**src/rtl/host_async_pkg.sv**
```systemverilog
package host_async_pkg;
  typedef enum logic [1:0] {
    ST_IDLE   = 2'd0,
    ST_ACCESS = 2'd1,
    ST_ACK    = 2'd2,
    ST_WAIT   = 2'd3
  } hst_state_e;

  localparam int unsigned LANE_W = 16;
  localparam int unsigned NLANES = 2;
endpackage

```
**src/rtl/host_async_sync.sv**
```systemverilog
module host_async_sync #(
  parameter int unsigned W = 4,
  parameter logic [W-1:0] RST_VAL = '0
) (
  input  logic         clk_i,
  input  logic         rst_ni,
  input  logic [W-1:0] d_i,
  output logic [W-1:0] q_o
);
  logic [W-1:0] s1_q, s2_q;

  always_ff @(posedge clk_i or negedge rst_ni) begin
    if (!rst_ni) begin
      s1_q <= RST_VAL;
      s2_q <= RST_VAL;
    end else begin
      s1_q <= d_i;
      s2_q <= s1_q;
    end
  end

  assign q_o = s2_q;
endmodule

```
**src/rtl/host_async_fsm.sv**
```systemverilog
module host_async_fsm
  import host_async_pkg::*;
(
  input  logic       clk_i,
  input  logic       rst_ni,
  input  logic       sel_s_i,   // synchronised, active low
  output hst_state_e state_o,
  output logic       capture_o,
  output logic       access_o,
  output logic       latch_o,
  output logic       hold_o
);
  hst_state_e state_q, state_d;

  always_comb begin
    state_d = state_q;
    unique case (state_q)
      ST_IDLE:   if (!sel_s_i) state_d = ST_ACCESS;
      ST_ACCESS: state_d = ST_ACK;
      ST_ACK:    state_d = ST_WAIT;
      ST_WAIT:   if (sel_s_i) state_d = ST_IDLE;
      default:   state_d = ST_IDLE;
    endcase
  end

  always_ff @(posedge clk_i or negedge rst_ni) begin
    if (!rst_ni) state_q <= ST_IDLE;
    else         state_q <= state_d;
  end

  assign state_o   = state_q;
  assign capture_o = (state_q == ST_IDLE) && !sel_s_i;
  assign access_o  = (state_q == ST_ACCESS);
  assign latch_o   = (state_q == ST_ACK);
  assign hold_o    = (state_q == ST_WAIT);
endmodule

```
**src/rtl/host_async_bank.sv**
```systemverilog
module host_async_bank #(
  parameter int unsigned AW = 6,
  parameter int unsigned DW = 16,
  localparam int unsigned DEPTH = 2 ** AW
) (
  input  logic          clk_i,
  input  logic          we_i,
  input  logic [AW-1:0] addr_i,
  input  logic [DW-1:0] wdata_i,
  output logic [DW-1:0] rdata_o
);
  logic [DW-1:0] mem_q [DEPTH];

  always_ff @(posedge clk_i) begin
    if (we_i) mem_q[addr_i] <= wdata_i;
    rdata_o <= mem_q[addr_i];
  end
endmodule

```
**src/rtl/host_async_slave.sv**
```systemverilog
module host_async_slave
  import host_async_pkg::*;
#(
  parameter int unsigned MEM_AW = 6,
  parameter int unsigned REG_AW = 2,
  localparam int unsigned ADDR_W = MEM_AW + 2
) (
  input  logic              clk_i,
  input  logic              rst_ni,
  input  logic              sel_ni,
  input  logic              rd_wr_i,
  input  logic              mode32_i,
  input  logic [1:0]        lane_en_i,
  input  logic [ADDR_W-1:0] addr_i,
  input  logic [31:0]       data_i,
  output logic [31:0]       data_o,
  output logic              data_oe_o,
  output logic              rdy_no
);
  localparam int unsigned REG_BIT = ADDR_W - 1;

  // synchronised control: {lane[1:0], rd_wr, sel_n}
  logic [3:0] ctl_s;
  logic       sel_s, rd_s;
  logic [1:0] lane_s;

  host_async_sync #(.W(4), .RST_VAL(4'b0001)) u_sync (
    .clk_i  (clk_i),
    .rst_ni (rst_ni),
    .d_i    ({lane_en_i, rd_wr_i, sel_ni}),
    .q_o    (ctl_s)
  );
  assign sel_s  = ctl_s[0];
  assign rd_s   = ctl_s[1];
  assign lane_s = ctl_s[3:2];

  hst_state_e state;
  logic capture, access, latch, hold;

  host_async_fsm u_fsm (
    .clk_i     (clk_i),
    .rst_ni    (rst_ni),
    .sel_s_i   (sel_s),
    .state_o   (state),
    .capture_o (capture),
    .access_o  (access),
    .latch_o   (latch),
    .hold_o    (hold)
  );

  // captured command
  logic              cmd_rd, cmd_m32;
  logic [1:0]        cmd_lane;
  logic [ADDR_W-1:0] cmd_addr;
  logic [31:0]       cmd_wd;

  always_ff @(posedge clk_i or negedge rst_ni) begin
    if (!rst_ni) begin
      cmd_rd   <= 1'b0;
      cmd_m32  <= 1'b0;
      cmd_lane <= 2'b11;
      cmd_addr <= '0;
      cmd_wd   <= '0;
    end else if (capture) begin
      cmd_rd   <= rd_s;
      cmd_m32  <= mode32_i;
      cmd_lane <= mode32_i ? lane_s : 2'b11;  // 16-bit mode: lanes forced on
      cmd_addr <= addr_i;
      cmd_wd   <= data_i;
    end
  end

  logic is_reg, allow;
  assign is_reg = cmd_addr[REG_BIT];
  assign allow  = !is_reg || (cmd_lane == 2'b11);

  logic [1:0]        lane_act, mem_we, reg_we;
  logic [LANE_W-1:0] rd_lane [NLANES];

  for (genvar i = 0; i < NLANES; i++) begin : g_lane
    logic [LANE_W-1:0] wd, mem_q, reg_q, src_q;

    assign lane_act[i] = cmd_m32 ? cmd_lane[i] : (cmd_addr[0] == 1'(i));
    assign wd          = cmd_m32 ? cmd_wd[LANE_W*i +: LANE_W] : cmd_wd[LANE_W-1:0];
    assign mem_we[i]   = access && !cmd_rd && !is_reg && lane_act[i];
    assign reg_we[i]   = access && !cmd_rd && is_reg && allow && lane_act[i];

    host_async_bank #(.AW(MEM_AW), .DW(LANE_W)) u_mem (
      .clk_i   (clk_i),
      .we_i    (mem_we[i]),
      .addr_i  (cmd_addr[MEM_AW:1]),
      .wdata_i (wd),
      .rdata_o (mem_q)
    );

    host_async_bank #(.AW(REG_AW), .DW(LANE_W)) u_reg (
      .clk_i   (clk_i),
      .we_i    (reg_we[i]),
      .addr_i  (cmd_addr[REG_AW:1]),
      .wdata_i (wd),
      .rdata_o (reg_q)
    );

    assign src_q      = is_reg ? reg_q : mem_q;
    assign rd_lane[i] = (lane_act[i] && allow) ? src_q : '0;
  end

  logic [31:0] dout_d, dout_q;
  // 16-bit mode: only one lane is active, fold it onto the low half
  assign dout_d = cmd_m32 ? {rd_lane[1], rd_lane[0]}
                          : {16'h0000, rd_lane[1] | rd_lane[0]};

  always_ff @(posedge clk_i or negedge rst_ni) begin
    if (!rst_ni)    dout_q <= '0;
    else if (latch) dout_q <= cmd_rd ? dout_d : '0;
  end

  assign data_o    = dout_q;
  assign data_oe_o = (state == ST_WAIT) && cmd_rd;
  assign rdy_no    = !hold;
endmodule

```
**config.mk**
```make
export PLATFORM = sky130hd
export DESIGN_NAME = host_async_slave
export DESIGN_NICKNAME = d
export VERILOG_FILES = /design/src/rtl/host_async_pkg.sv /design/src/rtl/host_async_sync.sv /design/src/rtl/host_async_fsm.sv /design/src/rtl/host_async_bank.sv /design/src/rtl/host_async_slave.sv
export SDC_FILE = /design/constraint.sdc
export NUM_CORES = 2
export LEC_CHECK = 0
export BUFFER_PORTS_ARGS = -buffer_cell sky130_fd_sc_hd__buf_2
export CAP_MARGIN = 20
export CORE_MARGIN = 4
export CORE_UTILIZATION = 55
export CTS_CLUSTER_SIZE = 16
export DETAILED_ROUTE_END_ITERATION = 8
export PLACE_DENSITY = 0.71
export SYNTH_ARGS = -nofsm -noshare
export SYNTH_HDL_FRONTEND = slang
export SYNTH_SLANG_ARGS = --single-unit
```
**constraint.sdc**
```tcl
create_clock -name clk_i -period 3.4 [get_ports clk_i]
set_input_delay 0.68 -clock clk_i [delete_from_list [all_inputs] [get_ports clk_i]]
set_output_delay 0.68 -clock clk_i [all_outputs]
set_load 0.02 [all_outputs]
```
==> metrics <==
vias in the first global route 43,400; CTS tree built; first-pass GRT wire length 316 mm; M2 GR Usage 42.4%; Critical Path, Cell by Cell buf_12 -> mux4_2 -> a22oi_1 -> a21oi_1 -> a31oi_1 -> nand2_1; via count 43,000; Yosys warning count 0; Worst-Skew Late Latency 0.86 ns; Fin. Hold Viols 0; Max stage delay cell, worst path a31oi_1; Gate power share 31.4%; maximum vdd drop 0.000822 V; maximum root-to-sink buffer count 3; Critical Path Stages 6; WHS Path Cells 2; share of the synthesized area in the top cell type 74.0%; Iteration-0 DRC Markers 5,968; sequential share of power 42.5%; Num Clock Sinks 2,326; reg2reg setup slack 0.23 ns; Synth async-reset ratio 3.70%; worst path buffer plus inverter count 1; cell family with most CP delay compound AO/OA/AOI/OAI gates; Mapped Area 88,300 µm²; max incr delay on CP 0.77 ns; DRC 0; critical path required time 4.10 ns; Worst Max-Slew Pin Slew 1.10 ns; largest family of logic cells by synthesized area multiplexers; P_int 61.6 mW; clock skew 0.0477 ns; Routability Congestion 0.871; DP HPWL 133 mm; Die Ht 409 µm; Most Crowded Layer GR met2; Mapped Cells 3,965; vias per cell 6.44; total CTS buffers 216; Hold WC Path Type primary input to flop; worst-path fanout max 58; Net Sw Power 29.8 mW; antenna violations before repair 6; GR Overflow Total 0; Synth top cells by count edfxtp_1, mux4_2, mux2i_1; switching share of power 32.6%; FF-to-FF path depth 6; final WL 218 mm; drt wl/cell 32.6 µm; fill cell count 10,300; port bufs 80; Starting Density 55.6%; H-tree Lvls 4; sequential area share after synthesis 77.9%; Setup Viol. Count Final 0; total track usage 26.3%; Synth Flop Type edfxtp_1; Synth Area in Compound Gates 1.95%; pwr dens 907 nW/µm²; die area 167,000 µm²; fin. max-slew vios 0; RSZ-0062 raised after global routing no; crit path DAT 3.88 ns; share of cells above drive strength 1 30.5%; setup bufs post-CTS 0; Netlist cell types 46; largest net degree at the start of global routing 70; clock root cell clkbuf_16; Critical Path Source Type flop; crit path time final 3.17 ns; cells taking the most area after synthesis edfxtp_1, mux4_2, mux2i_1, dfrtp_1, dfxtp_1; Crit. End Element flop; Final Total Pwr 91.4 mW; Fmax 0.315 GHz; WS Path Type flop to flop; TNS Setup 0 ns; dominant cell type by area after synthesis edfxtp_1; most frequent cell after synthesis edfxtp_1; max-cap violations 0; Clock power frac 26.1%; clk slew on worst S/H paths 0.06 ns; Final period util 93.3%; mux contribution to synthesized area 17.1%; Area growth, synth to finish 14.0%; Die W 409 µm; first-pass detailed-route iteration total 5; Post-Synth Adder-Cell Area 0.0708%; syn_area_per_cell 22.3 µm²; area share of and/or/nand/nor cells after synthesis 1.50%; M1 GR Usage 36.9%; nets 4,470; xor-xnor portion of the synthesized cell area 0%; post-synthesis net count 4,017; met3 GRT Util 4.63%; Core Rows 146; Top-Level Pins 81; Synth Register Bits 2,326; EDFF count, synth 2,176; Slew headroom 26.8%; Core ar. 159,000 µm²; Routed Antenna Nets 0; leakage power 33.0 nW; status completed
-- cell type report --
cell class | instances | area, µm² | area share [%]
antenna | 9 | 22.5 | 0.0224
clock buffer | 286 | 5770 | 5.73
clock inverter | 120 | 1260 | 1.25
inverter | 40 | 150 | 0.149
multi-input combinational | 1370 | 18300 | 18.1
sequential | 2326 | 68800 | 68.3
tap | 2072 | 2590 | 2.57
timing repair buffer | 464 | 3850 | 3.82
-- logic make-up (layout without fill, tap and decap cells) --
kind of cell / count (synthesis) / after routing
AOI/OAI and AO/OA: 252 / 252
adders and majority gates: 5 / 5
buffers and inverters: 269 / 910
DFF: 2326 / 2326
muxes: 830 / 830
other: 0 / 9
and+or+nand+nor: 283 / 283
-- per-layer routing --
metal  vias up  wire length (µm)
met5         -                27
met4         4              8590
met3       382             19700
met2      2317            108000
met1     22800             81800
li1      17500                 -
-- path summary, 6_finish.rpt --
kind | end | startpoint
min in group asynchronous | data_o[26] | rst_ni
max in group asynchronous | u_sync.q_o[0] | rst_ni
min reg2reg | u_sync.q_o[3] | u_sync.s1_q[3]
max reg2reg | g_lane[1].u_mem.rdata_o[9] | cmd_addr[1]
max | g_lane[1].u_mem.rdata_o[9] | cmd_addr[1]
min | cmd_wd[12] | data_i[12]
-- placed cells by master (no fill, tap or decap), drive strengths merged, types with 61 or more instances in the layout --
cell / n
clkinv: 92
clkbuf: 286
mux2: 61
nor2: 154
buf: 458
mux2i: 231
edfxtp: 2176
o22ai: 111
mux4: 538
dfrtp: 82
dfxtp: 64
-- per-stage QoR --
step           std cells  setup slack, ns  utilization (%)  hold slack [ns]  area [µm²]
4_1_cts             6678            0.107             63.4          0.00371      101000
3_5_place_dp        6266            0.145             58.9            0.335       93600
6_report            6687            0.227             63.4           0.0562      101000
3_3_place_gp        6266            0.132             58.9            0.331       93600
5_1_grt             6680            0.111             63.4           0.0268      101000
2_1_floorplan       3965            0.363                -            0.331       88300
-- sequential cells by signal, summed over array words and instances (netlist names) --
register / cells
cmd_addr: 8
u_fsm.state_o: 2
data_o: 32
u_sync.q_o: 4
cmd_m32: 1
g_lane.u_mem.rdata_o: 32
g_lane.u_reg.mem_q: 128
cmd_wd: 32
g_lane.u_reg.rdata_o: 32
cmd_rd: 1
u_sync.s1_q: 4
g_lane.u_mem.mem_q: 2048
cmd_lane: 2
-- power groups by stage --
stage,clock network (mW),logic [mW],registers [mW]
global placement,0,28.1,39.4
detailed placement,0,28.7,39.4
CTS,24.1,28.8,38.8
finish,23.9,28.7,38.8
floorplan,0,16.4,39.7
global route,25.5,30.1,38.9
-- what timing repair did --
item                                    CTS  global route
resized for setup                         0             1
hold endpoints to repair                 61             0
endpoints found under the setup margin    0            59
hold buffers                              6             0
No activity file was read; power rests on OpenSTA's default activity.
